## config.mk

```make
export PLATFORM = sky130hd
export DESIGN_NAME = irq_window_top
export DESIGN_NICKNAME = d
export VERILOG_FILES = /design/src/rtl/irq_window_pkg.sv /design/src/rtl/irq_window_ctrl.sv /design/src/rtl/irq_window_table.sv /design/src/rtl/irq_window_top.sv
export SDC_FILE = /design/constraint.sdc
export NUM_CORES = 2
export LEC_CHECK = 0
export ABC_AREA = 1
export BUFFER_PORTS_ARGS = -buffer_cell sky130_fd_sc_hd__buf_2
export CAP_MARGIN = 20
export CORE_AREA = 2 2 634 636
export DETAILED_ROUTE_END_ITERATION = 10
export DIE_AREA = 0 0 636 638
export GPL_TIMING_DRIVEN = 0
export PLACE_DENSITY_LB_ADDON = 0.1
export SETUP_SLACK_MARGIN = 0.1
export SKIP_CTS_REPAIR_TIMING = 1
export SLEW_MARGIN = 20
export SYNTH_ARGS = -nofsm -noshare
export SYNTH_HDL_FRONTEND = slang
export SYNTH_SLANG_ARGS = --single-unit
```

## constraint.sdc

```tcl
create_clock -name clk -period 4.01 [get_ports clk]
set_input_delay 0.802 -clock clk [delete_from_list [all_inputs] [get_ports clk]]
set_output_delay 0.802 -clock clk [all_outputs]
set_load 0.01 [all_outputs]
```

## src/rtl/irq_window_pkg.sv

```systemverilog
package irq_window_pkg;

  // Bus offsets
  localparam logic [7:0] OFF_SEL = 8'h00;
  localparam logic [7:0] OFF_WIN = 8'h10;

  // Select values
  localparam logic [7:0] SEL_ID  = 8'h00;
  localparam logic [7:0] SEL_VER = 8'h01;
  localparam logic [7:0] SEL_ARB = 8'h02;
  localparam logic [7:0] SEL_TBL = 8'h10;

  // Entry field positions
  localparam int F_REMOTE = 14;
  localparam int F_MASK   = 16;

  localparam int ENT_W = 64;
  localparam logic [ENT_W-1:0] ENTRY_RESET = 64'h0000_0000_0001_0000;

  // Strobes from control to the table datapath
  typedef struct packed {
    logic        entWr;  // window write to a valid entry
    logic        hi;     // upper half selected
    logic [6:0]  idx;    // entry index derived from select
    logic [31:0] data;   // write data
  } winStrb_t;

endpackage

```

## src/rtl/irq_window_ctrl.sv

```systemverilog
module irq_window_ctrl
  import irq_window_pkg::*;
#(
  parameter int         NUM_PINS     = 24,
  parameter logic [7:0] VERSION_CODE = 8'h11
) (
  input  logic        clk,
  input  logic        rst,
  input  logic [7:0]  busAddr,
  input  logic        busWr,
  input  logic [31:0] busWrData,
  input  logic [31:0] entRd,
  output winStrb_t    strb,
  output logic [31:0] busRdData
);

  logic [7:0] selReg;
  logic [3:0] idReg;
  logic       winHit;
  logic       selHit;
  logic       tblSel;
  logic [7:0] rawIdx;
  logic [31:0] winRd;

  assign selHit = (busAddr == OFF_SEL);
  assign winHit = (busAddr == OFF_WIN);
  assign tblSel = (selReg >= SEL_TBL);
  assign rawIdx = (selReg - SEL_TBL) >> 1;

  always_ff @(posedge clk) begin
    if (rst) begin
      selReg <= '0;
      idReg  <= '0;
    end else if (busWr) begin
      if (selHit) selReg <= busWrData[7:0];
      if (winHit && selReg == SEL_ID) idReg <= busWrData[27:24];
    end
  end

  always_comb begin
    strb.entWr = busWr && winHit && tblSel && (rawIdx < 8'(NUM_PINS));
    strb.hi    = selReg[0];
    strb.idx   = rawIdx[6:0];
    strb.data  = busWrData;
  end

  always_comb begin
    if (tblSel) begin
      winRd = entRd;
    end else begin
      case (selReg)
        SEL_ID, SEL_ARB: winRd = {4'b0, idReg, 24'b0};
        SEL_VER:         winRd = {8'b0, 8'(NUM_PINS - 1), 8'b0, VERSION_CODE};
        default:         winRd = '1;
      endcase
    end
  end

  always_comb begin
    if (selHit)      busRdData = {24'b0, selReg};
    else if (winHit) busRdData = winRd;
    else             busRdData = '0;
  end

  // select register only moves on a write at its own offset
  a_r2_sel_hold: assert property (@(posedge clk) disable iff (rst)
    !(busWr && busAddr == OFF_SEL) |=> $stable(selReg));

  // ID only moves on a window write with the ID selected
  a_r4_id_hold: assert property (@(posedge clk) disable iff (rst)
    !(busWr && busAddr == OFF_WIN && selReg == SEL_ID) |=> $stable(idReg));

  // no table write strobe while a non-table select is active
  a_r6_no_oob_strobe: assert property (@(posedge clk) disable iff (rst)
    (selReg < SEL_TBL) |-> !strb.entWr);

endmodule

```

## src/rtl/irq_window_table.sv

```systemverilog
module irq_window_table
  import irq_window_pkg::*;
#(
  parameter int NUM_PINS = 24,
  localparam int IDX_W = (NUM_PINS > 1) ? $clog2(NUM_PINS) : 1
) (
  input  logic                      clk,
  input  logic                      rst,
  input  winStrb_t                  strb,
  input  logic [NUM_PINS-1:0]       remoteSet,
  output logic [31:0]               entRd,
  output logic [NUM_PINS*ENT_W-1:0] tableOut,
  output logic                      maskChg,
  output logic [IDX_W-1:0]          maskIdx
);

  logic [ENT_W-1:0]    tbl     [NUM_PINS];
  logic [ENT_W-1:0]    tblNext [NUM_PINS];
  logic [NUM_PINS-1:0] toggled;

  for (genvar i = 0; i < NUM_PINS; i++) begin : g_ent
    always_comb begin
      tblNext[i] = tbl[i];
      if (remoteSet[i]) tblNext[i][F_REMOTE] = 1'b1;
      if (strb.entWr && strb.idx == 7'(i)) begin
        if (strb.hi) begin
          tblNext[i][63:32] = strb.data;
        end else begin
          tblNext[i][31:0]     = strb.data;
          tblNext[i][F_REMOTE] = 1'b0;
        end
      end
    end

    assign toggled[i] = tblNext[i][F_MASK] != tbl[i][F_MASK];

    always_ff @(posedge clk) begin
      if (rst) tbl[i] <= ENTRY_RESET;
      else     tbl[i] <= tblNext[i];
    end

    assign tableOut[ENT_W*i +: ENT_W] = tbl[i];

    // a lower-half write leaves the remote-pending flag clear
    a_r7_lo_clears_remote: assert property (@(posedge clk) disable iff (rst)
      (strb.entWr && !strb.hi && strb.idx == 7'(i)) |=> !tbl[i][F_REMOTE]);

    // the set input takes effect unless a lower-half write collides
    a_r8_remote_set: assert property (@(posedge clk) disable iff (rst)
      (remoteSet[i] && !(strb.entWr && !strb.hi && strb.idx == 7'(i)))
        |=> tbl[i][F_REMOTE]);

    // a mask change is always reported with its index
    a_r9_mask_strobe: assert property (@(posedge clk) disable iff (rst)
      (tbl[i][F_MASK] != $past(tbl[i][F_MASK])) |-> (maskChg && maskIdx == IDX_W'(i)));

    // an entry is stable without a write or set aimed at it
    a_r5_entry_stable: assert property (@(posedge clk) disable iff (rst)
      !(remoteSet[i] || (strb.entWr && strb.idx == 7'(i))) |=> $stable(tbl[i]));
  end

  always_comb begin
    entRd = '1;
    for (int i = 0; i < NUM_PINS; i++) begin
      if (strb.idx == 7'(i)) entRd = strb.hi ? tbl[i][63:32] : tbl[i][31:0];
    end
  end

  logic [IDX_W-1:0] togIdx;
  always_comb begin
    togIdx = '0;
    for (int i = 0; i < NUM_PINS; i++) begin
      if (toggled[i]) togIdx = IDX_W'(i);
    end
  end

  always_ff @(posedge clk) begin
    if (rst) begin
      maskChg <= 1'b0;
      maskIdx <= '0;
    end else begin
      maskChg <= |toggled;
      maskIdx <= togIdx;
    end
  end

endmodule

```

## src/rtl/irq_window_top.sv

```systemverilog
module irq_window_top
  import irq_window_pkg::*;
#(
  parameter int         NUM_PINS     = 24,
  parameter logic [7:0] VERSION_CODE = 8'h11,
  localparam int        IDX_W        = (NUM_PINS > 1) ? $clog2(NUM_PINS) : 1
) (
  input  logic                   clk,
  input  logic                   rst,
  input  logic [7:0]             busAddr,
  input  logic                   busWr,
  input  logic [31:0]            busWrData,
  output logic [31:0]            busRdData,
  input  logic [NUM_PINS-1:0]    remoteSet,
  output logic [NUM_PINS*64-1:0] tableOut,
  output logic                   maskChg,
  output logic [IDX_W-1:0]       maskIdx
);

  winStrb_t    strb;
  logic [31:0] entRd;

  irq_window_ctrl #(
    .NUM_PINS(NUM_PINS),
    .VERSION_CODE(VERSION_CODE)
  ) u_ctrl (
    .clk(clk),
    .rst(rst),
    .busAddr(busAddr),
    .busWr(busWr),
    .busWrData(busWrData),
    .entRd(entRd),
    .strb(strb),
    .busRdData(busRdData)
  );

  irq_window_table #(
    .NUM_PINS(NUM_PINS)
  ) u_table (
    .clk(clk),
    .rst(rst),
    .strb(strb),
    .remoteSet(remoteSet),
    .entRd(entRd),
    .tableOut(tableOut),
    .maskChg(maskChg),
    .maskIdx(maskIdx)
  );

endmodule

```

# Yosys cells after proc, flatten, opt, wreduce, memory -nomap -nowiden
# Memories as Yosys holds them, arrays and structs flattened.
# Cells that the tools add are included.
op_classes:
  add_sub_neg: 1
  magnitude_cmp: 2
  eq_ne: 50
  n_mux: 198
  n_bitwise: 24
  n_reduce_logical: 36
op_table:
  columns: ["op", "count"]
  rows:
  - ["$mux W32", 99]
  - ["$mux W64", 48]
  - ["$pmux W32 S2", 1]
  - ["$eq A7 B4 Y1 const B", 8]
  - ["$eq A7 B5 Y1 const B", 8]
  - ["$mux W5", 8]
  - ["$mux W4", 8]
  - ["$eq A7 B3 Y1 const B", 4]
  - ["$logic_and A1 B1 Y1", 28]
  - ["$mux W1", 28]
  - ["$ne A1 B1 Y1", 24]
  - ["$or A1 B1 Y1", 24]
  - ["$reduce_or A24 Y1", 1]
  - ["$logic_not A8 Y1", 2]
  - ["$eq A7 B2 Y1 const B", 2]
  - ["$mux W3", 4]
  - ["$reduce_or A9 Y1", 1]
  - ["$eq A8 B1 Y1 const B", 1]
  - ["$eq A8 B2 Y1 const B", 1]
  - ["$eq A8 B5 Y1 const B", 1]
  - ["$ge A8 B5 Y1 const B", 1]
  - ["$sub A8 B5 Y8 const B", 1]
  - ["$eq A7 B1 Y1 const B", 1]
  - ["$logic_not A7 Y1", 1]
  - ["other kinds (4)", 6]
totals:
  register_bits: 18
  mem_bits_rw: 1536
  in_bits: 67
  out_inout_bits: 1574
  wordCells: 317
  mem_count: 1
memory_table:
  columns: ["name", "depth", "word_bits", "read_ports", "rd_ports_with_merged_regs", "wr", "line_no", "text"]
  rows:
  - ["u_table.tbl", 24, 64, 24, 0, 24, "irq_window_table.sv:17", "logic [ENT_W-1:0] tbl [NUM_PINS];"]

# Longest topological paths before layout
depth:
  depth_word: 30
  mapped_depth: 23
  ltp_nobuf: 21

# Cells and area by module
# A second synthesis with hierarchy kept.
unflattened:
  hier_cells: 10325
  hier_area_um2: 70111.0
by_module_without_submodules:
  columns: ["module", "instances", "cells_each", "area_per_inst_um2", "seq_area_each_um2"]
  rows:
  - ["irq_window_table", 1, 10070, 68584.5, 30869.6]
  - ["irq_window_ctrl", 1, 255, 1526.5, 240.2]

# Worst setup path before layout
# OpenSTA, ideal clock, no wires.
synth_timing:
  path_type: "register to output"
  startpoint: "register u_ctrl.selReg[4]"
  endpoint: "output busRdData[17]"
  t_arrival_ns: 2.501
  t_required_ns: 3.208
  setup_slack_ns: 0.707
  stages_incl_launch_ff: 22
  n_path_buf: 2
  path_cell_list: "dfxtp_1 -> inv_2 -> ha_1 -> nand2_1 -> nand3_1 -> nor2_4 -> inv_2 -> nor2_2 -> buf_4 -> buf_4 -> o211ai_1 -> nand2_1 -> nand3_1 -> nor2_1 -> nand4_1 -> nand2_1 -> nand4_1 -> nand2_1 -> nand4_1 -> nand2_1 -> nand3_1 -> nor2_1"
synth_between:
  elab_chain_cells: 29
  word_cells_on_any_way: 58
  cone_classes: "add/sub (1); order compare (1); eq/ne (25); mux (28); reduce/logical (3)"
synth_lines:
  columns: ["element", "line_no", "text"]
  rows:
  - ["from (decl)", "irq_window_ctrl.sv:17", "logic [7:0] selReg;"]
  - ["from (signal assigned)", "irq_window_ctrl.sv:35", "if (selHit) selReg <= busWrData[7:0];"]
  - ["$sub A8 B5 Y8", "irq_window_ctrl.sv:28", "assign rawIdx = (selReg - SEL_TBL) >> 1;"]
  - ["$logic_not A7 Y1", "irq_window_table.sv:65", "if (strb.idx == 7'(i)) entRd = strb.hi ? tbl[i][63:32] : tbl[i][31:0];"]
  - ["$mux W32 (24 in a row)", "irq_window_table.sv:65", null]
  - ["$mux W32 *", "irq_window_ctrl.sv:48", "if (tblSel) begin"]
  - ["$mux W32 *", "irq_window_ctrl.sv:61", "else if (winHit) busRdData = winRd;"]
  - ["$mux W32 *", "irq_window_ctrl.sv:60", "if (selHit) busRdData = {24'b0, selReg};"]
  - ["to (decl)", "irq_window_top.sv:13", "output logic [31:0] busRdData,"]
# Mark *: on every way between the ends. The rest lies on a longest branch, timed or not.

# Worst setup path after layout
layout_timing:
  startpoint: "register u_ctrl.selReg[4]"
  endpoint: "output busRdData[28]"
# Same word-level chain as after synthesis.

==> summary.txt <==
Run status
  • Status: finished, violations left
  • Failing checks: negative setup slack

Floorplan
  • Initial Util: 17.21%
  • Core area: around 0.4 mm^2
  • Die X: approximately 640 um
  • DIE AREA: about 0.41 mm^2
  • Row cnt: approximately 230
  • # IOs: roughly 1600
  • Vert. Die Dim: approximately 640 um

Synthesis
  • Sequential area share after synthesis: between 40% and 50%
  • Count leader, synth: nand2_1
  • Asr flop ratio synth: 0%
  • Commonest cells post-synth: 1624 x nand2_1, 1554 x dfxtp_1, 1508 x o21ai_0
  • Mapped cell area: around 0.069 mm^2
  • Syn nets: about 10000
  • Mean post-synth cell area: a little under 7 um^2
  • Synth unique cells: 40
  • Synth warnings: 0
  • Post-synth EDFFs: 0
  • Synth area leader: dfxtp_1
  • Ys flop type: dfxtp_1
  • Main area contributors after synthesis: dfxtp_1 45%, o21ai_0 11%, nand2_1 8.9%
  • Synthesized instance count: 9861
  • Top cell type's share of synthesized area: ~45%
  • Register bit count reported by yosys: around 1600

CTS
  • CTS Root Cell: clkbuf_16
  • CTS tree: built
  • Clock latency on the worst-skew pair: 1000 ps
  • Cts bufs inserted: 211
  • H-tree depth: 4
  • Clock Tree Buf Depth: 4
  • Clk slew on worst S/H paths: roughly 60 ps
  • # clock sinks: 1554

Power and ir drop
  • Comb pwr share: under 10%
  • Pwr per Cell Area: ~400 mW/mm^2
  • Pleak: ~39 nW
  • Maximum vdd drop: 0.3542 mV
  • P_sw: about 0.011 W
  • Sw Share: roughly 28%
  • Seq pwr share: between 40% and 50%
  • P_int: between 0.02 and 0.03 W
  • Clock share of power: 52.6%
  • PnR Total Power: around 0.038 W

Place
  • DP HPWL: about 640000 um
  • # placed instances: 16890
  • DP Area: just under 0.09 mm^2
  • Global placer's final weighted congestion: ~1
  • Port bufs: about 1600

Timing
  • RSZ-0062 raised after global routing: true
  • Rel. slew slack: about 16%
  • Fmax: 121.3 MHz
  • Worst slew pin tran: between 1000 and 1500 ps
  • Final setup vio count: 36
  • PnR worst setup slack: -4236 ps
  • Final hold violations: 0
  • Setup Total Neg Slack: -111050 ps
  • Skew final: between 60 and 70 ps
  • Crit share post-route: 205.6%
  • Pins Over Slew Limit: 0
  • Tmin final: between 8000 and 9000 ps

Worst setup path
  • Setup CP Type: register to primary output
  • Crit. End Element: primary output
  • Arr. time, crit path: about 7400 ps
  • Worst setup SP type: register
  • Cell Chain, Critical Path: inv_8, ha_4, inv_2, nand2_4, nand3_4, nor2_4, buf_12, buf_8, nand3_2, nand4_1, nor2_2, nand4_1, nand2_4, nand4_1, nand2_2, nand4_1, nand2_2, nand4_1, nand2_1, nand4_1, nor2_1, buf_2
  • CP most frequent cell: nand4_1
  • Crit Path Max Fanout: 8
  • CP Data Required Time: around 3200 ps
  • FF-to-FF path depth: 18
  • Critical path's slowest cell: nand4_1
  • CP peak stage delay: roughly 770 ps

Detailed routing
  • Antenna Nets Post-Route: 0
  • Vias: just under 90000
  • Wirelength per Cell: approximately 44 um
  • Pre-Repair DR Iteration Count: 6
  • Residual DRC: 0
  • DR iter-0 viols: approximately 12000
  • Vias per cell: ~5.0
  • Final wirelength: about 770000 um

Global route
  • GRT Util Overall: 36.03%
  • Initial antenna violation count: around 130
  • Vias in the first global route: 79780
  • First-pass GRT wire length: approximately 940000 um
  • Largest net degree at the start of global routing: 17
  • Remaining Overflow, GRT: 0

Cells and area
  • Final instance area: 0.09637 mm^2
  • Final #Nets: between 10000 and 15000
  • Final non-filler cell total: roughly 17000
  • Fill cells: 45380
  • Syn-to-layout area delta: 40.52%
  • Share of cells above drive strength 1: a little under a quarter

Worst hold path
  • Hold-critical path depth: 3
  • Hold WC Path Type: input port to register

Job
  • Max cap viols: 0
==> registers in the layout, summed over array words and instances, names as in the netlist <==
signal           count
u_table.maskChg      1
u_ctrl.selReg        8
u_table.maskIdx      5
u_ctrl.idReg         4
u_table.tbl       1536
==> critical path, delay by kind of cell (launching register included) <==
family                     cells  cell delay, ps
DFF                            1             410
adders and majority gates      1             160
buffers and inverters          5             600
and+or+nand+nor               16            5280
==> metrics by stage <==
stage / worst slack [ps] / util, % / hold WS [ps]
6_report: -4236 / 24.18 / 50.69
5_1_grt: -3957 / 24.14 / 51.48
4_1_cts: -6375 / 23.60 / -6.184
3_5_place_dp: -5346 / 21.84 / 436.7
3_3_place_gp: -5376 / 20.88 / 438.7
2_1_floorplan: 706.9 / - / 420.5
==> cell type report <==
class	instances	area, um^2	area share [%]
Antenna cell	79	197.7	0.2051
Timing Repair Buffer	1813	12140	12.59
Sequential cell	1554	31120	32.30
Multi-Input combinational cell	6508	31590	32.78
Buffer	917	4382	4.547
Clock buffer	314	6269	6.505
Inverter	882	3341	3.466
Clock inverter	64	742.0	0.7699
Tap cell	5265	6588	6.836
==> cell usage in the layout (no fill, tap or decap), types with 30 or more instances in the layout <==
| master | Yosys | final |
|---|---|---|
| buf_2 | 99 | 1709 |
| dfxtp_1 | 1554 | 1548 |
| nand2_1 | 1624 | 1513 |
| o21ai_0 | 1508 | 1484 |
| a21oi_1 | 1198 | 1198 |
| nor2_1 | 1146 | 1092 |
| inv_1 | 857 | 853 |
| clkbuf_1 | 735 | 543 |
| o211ai_1 | 337 | 337 |
| nand3_1 | 362 | 330 |
| clkbuf_16 | 0 | 217 |
| clkbuf_2 | 0 | 197 |
| nand4_1 | 177 | 177 |
| buf_12 | 0 | 103 |
| nand2_2 | 3 | 90 |
| diode_2 | 0 | 79 |
| buf_16 | 0 | 64 |
| a31oi_1 | 64 | 62 |
| clkbuf_8 | 0 | 58 |
| buf_4 | 7 | 52 |
| clkbuf_4 | 0 | 46 |
| nor2_4 | 11 | 40 |
| nor2_2 | 14 | 39 |
| clkinv_2 | 0 | 33 |
| buf_1 | 76 | 30 |
==> kinds of logic (layout without fill, tap and decap cells) <==
logic type / after synthesis / after routing / share of synthesized area (%)
simple gates: 3353 / 3353 / 19.95
flops: 1554 / 1554 / 45.36
compound gates: 3142 / 3142 / 24.43
xor+xnor: 11 / 11 / 0.1405
fa+ha+maj: 2 / 2 / 0.03648
other cells: 0 / 79 / 0
buf+inv: 1799 / 3990 / 10.09
==> power groups by stage <==
stage,registers (W),logic [W],clock network (W)
2_1_floorplan,0.0158,0.000544,0
3_3_place_gp,0.0158,0.00211,0
3_5_place_dp,0.0158,0.00254,0
4_1_cts,0.0155,0.00255,0.0203
5_1_grt,0.0155,0.00257,0.0208
6_report,0.0155,0.00262,0.0201
==> metal layers <==
layer,share of wire [%],track usage [%]
met1,40,44.72
met5,0.019,0
met3,7.7,7.461
met4,8.3,24.81
met2,44,55.91
==> path summary, 6_finish.rpt <==
kind	from	end	slack, ps
worst max-delay path	u_ctrl.selReg[4]	busRdData[28]	-4240
worst min-delay path	remoteSet[21]	u_table.tbl[2][334]	50
worst max register to register	u_ctrl.selReg[4]	u_table.maskIdx[0]	-780
worst min register to register	u_ctrl.idReg[0]	u_ctrl.idReg[0]	450
No activity file was read; power rests on OpenSTA's default activity.
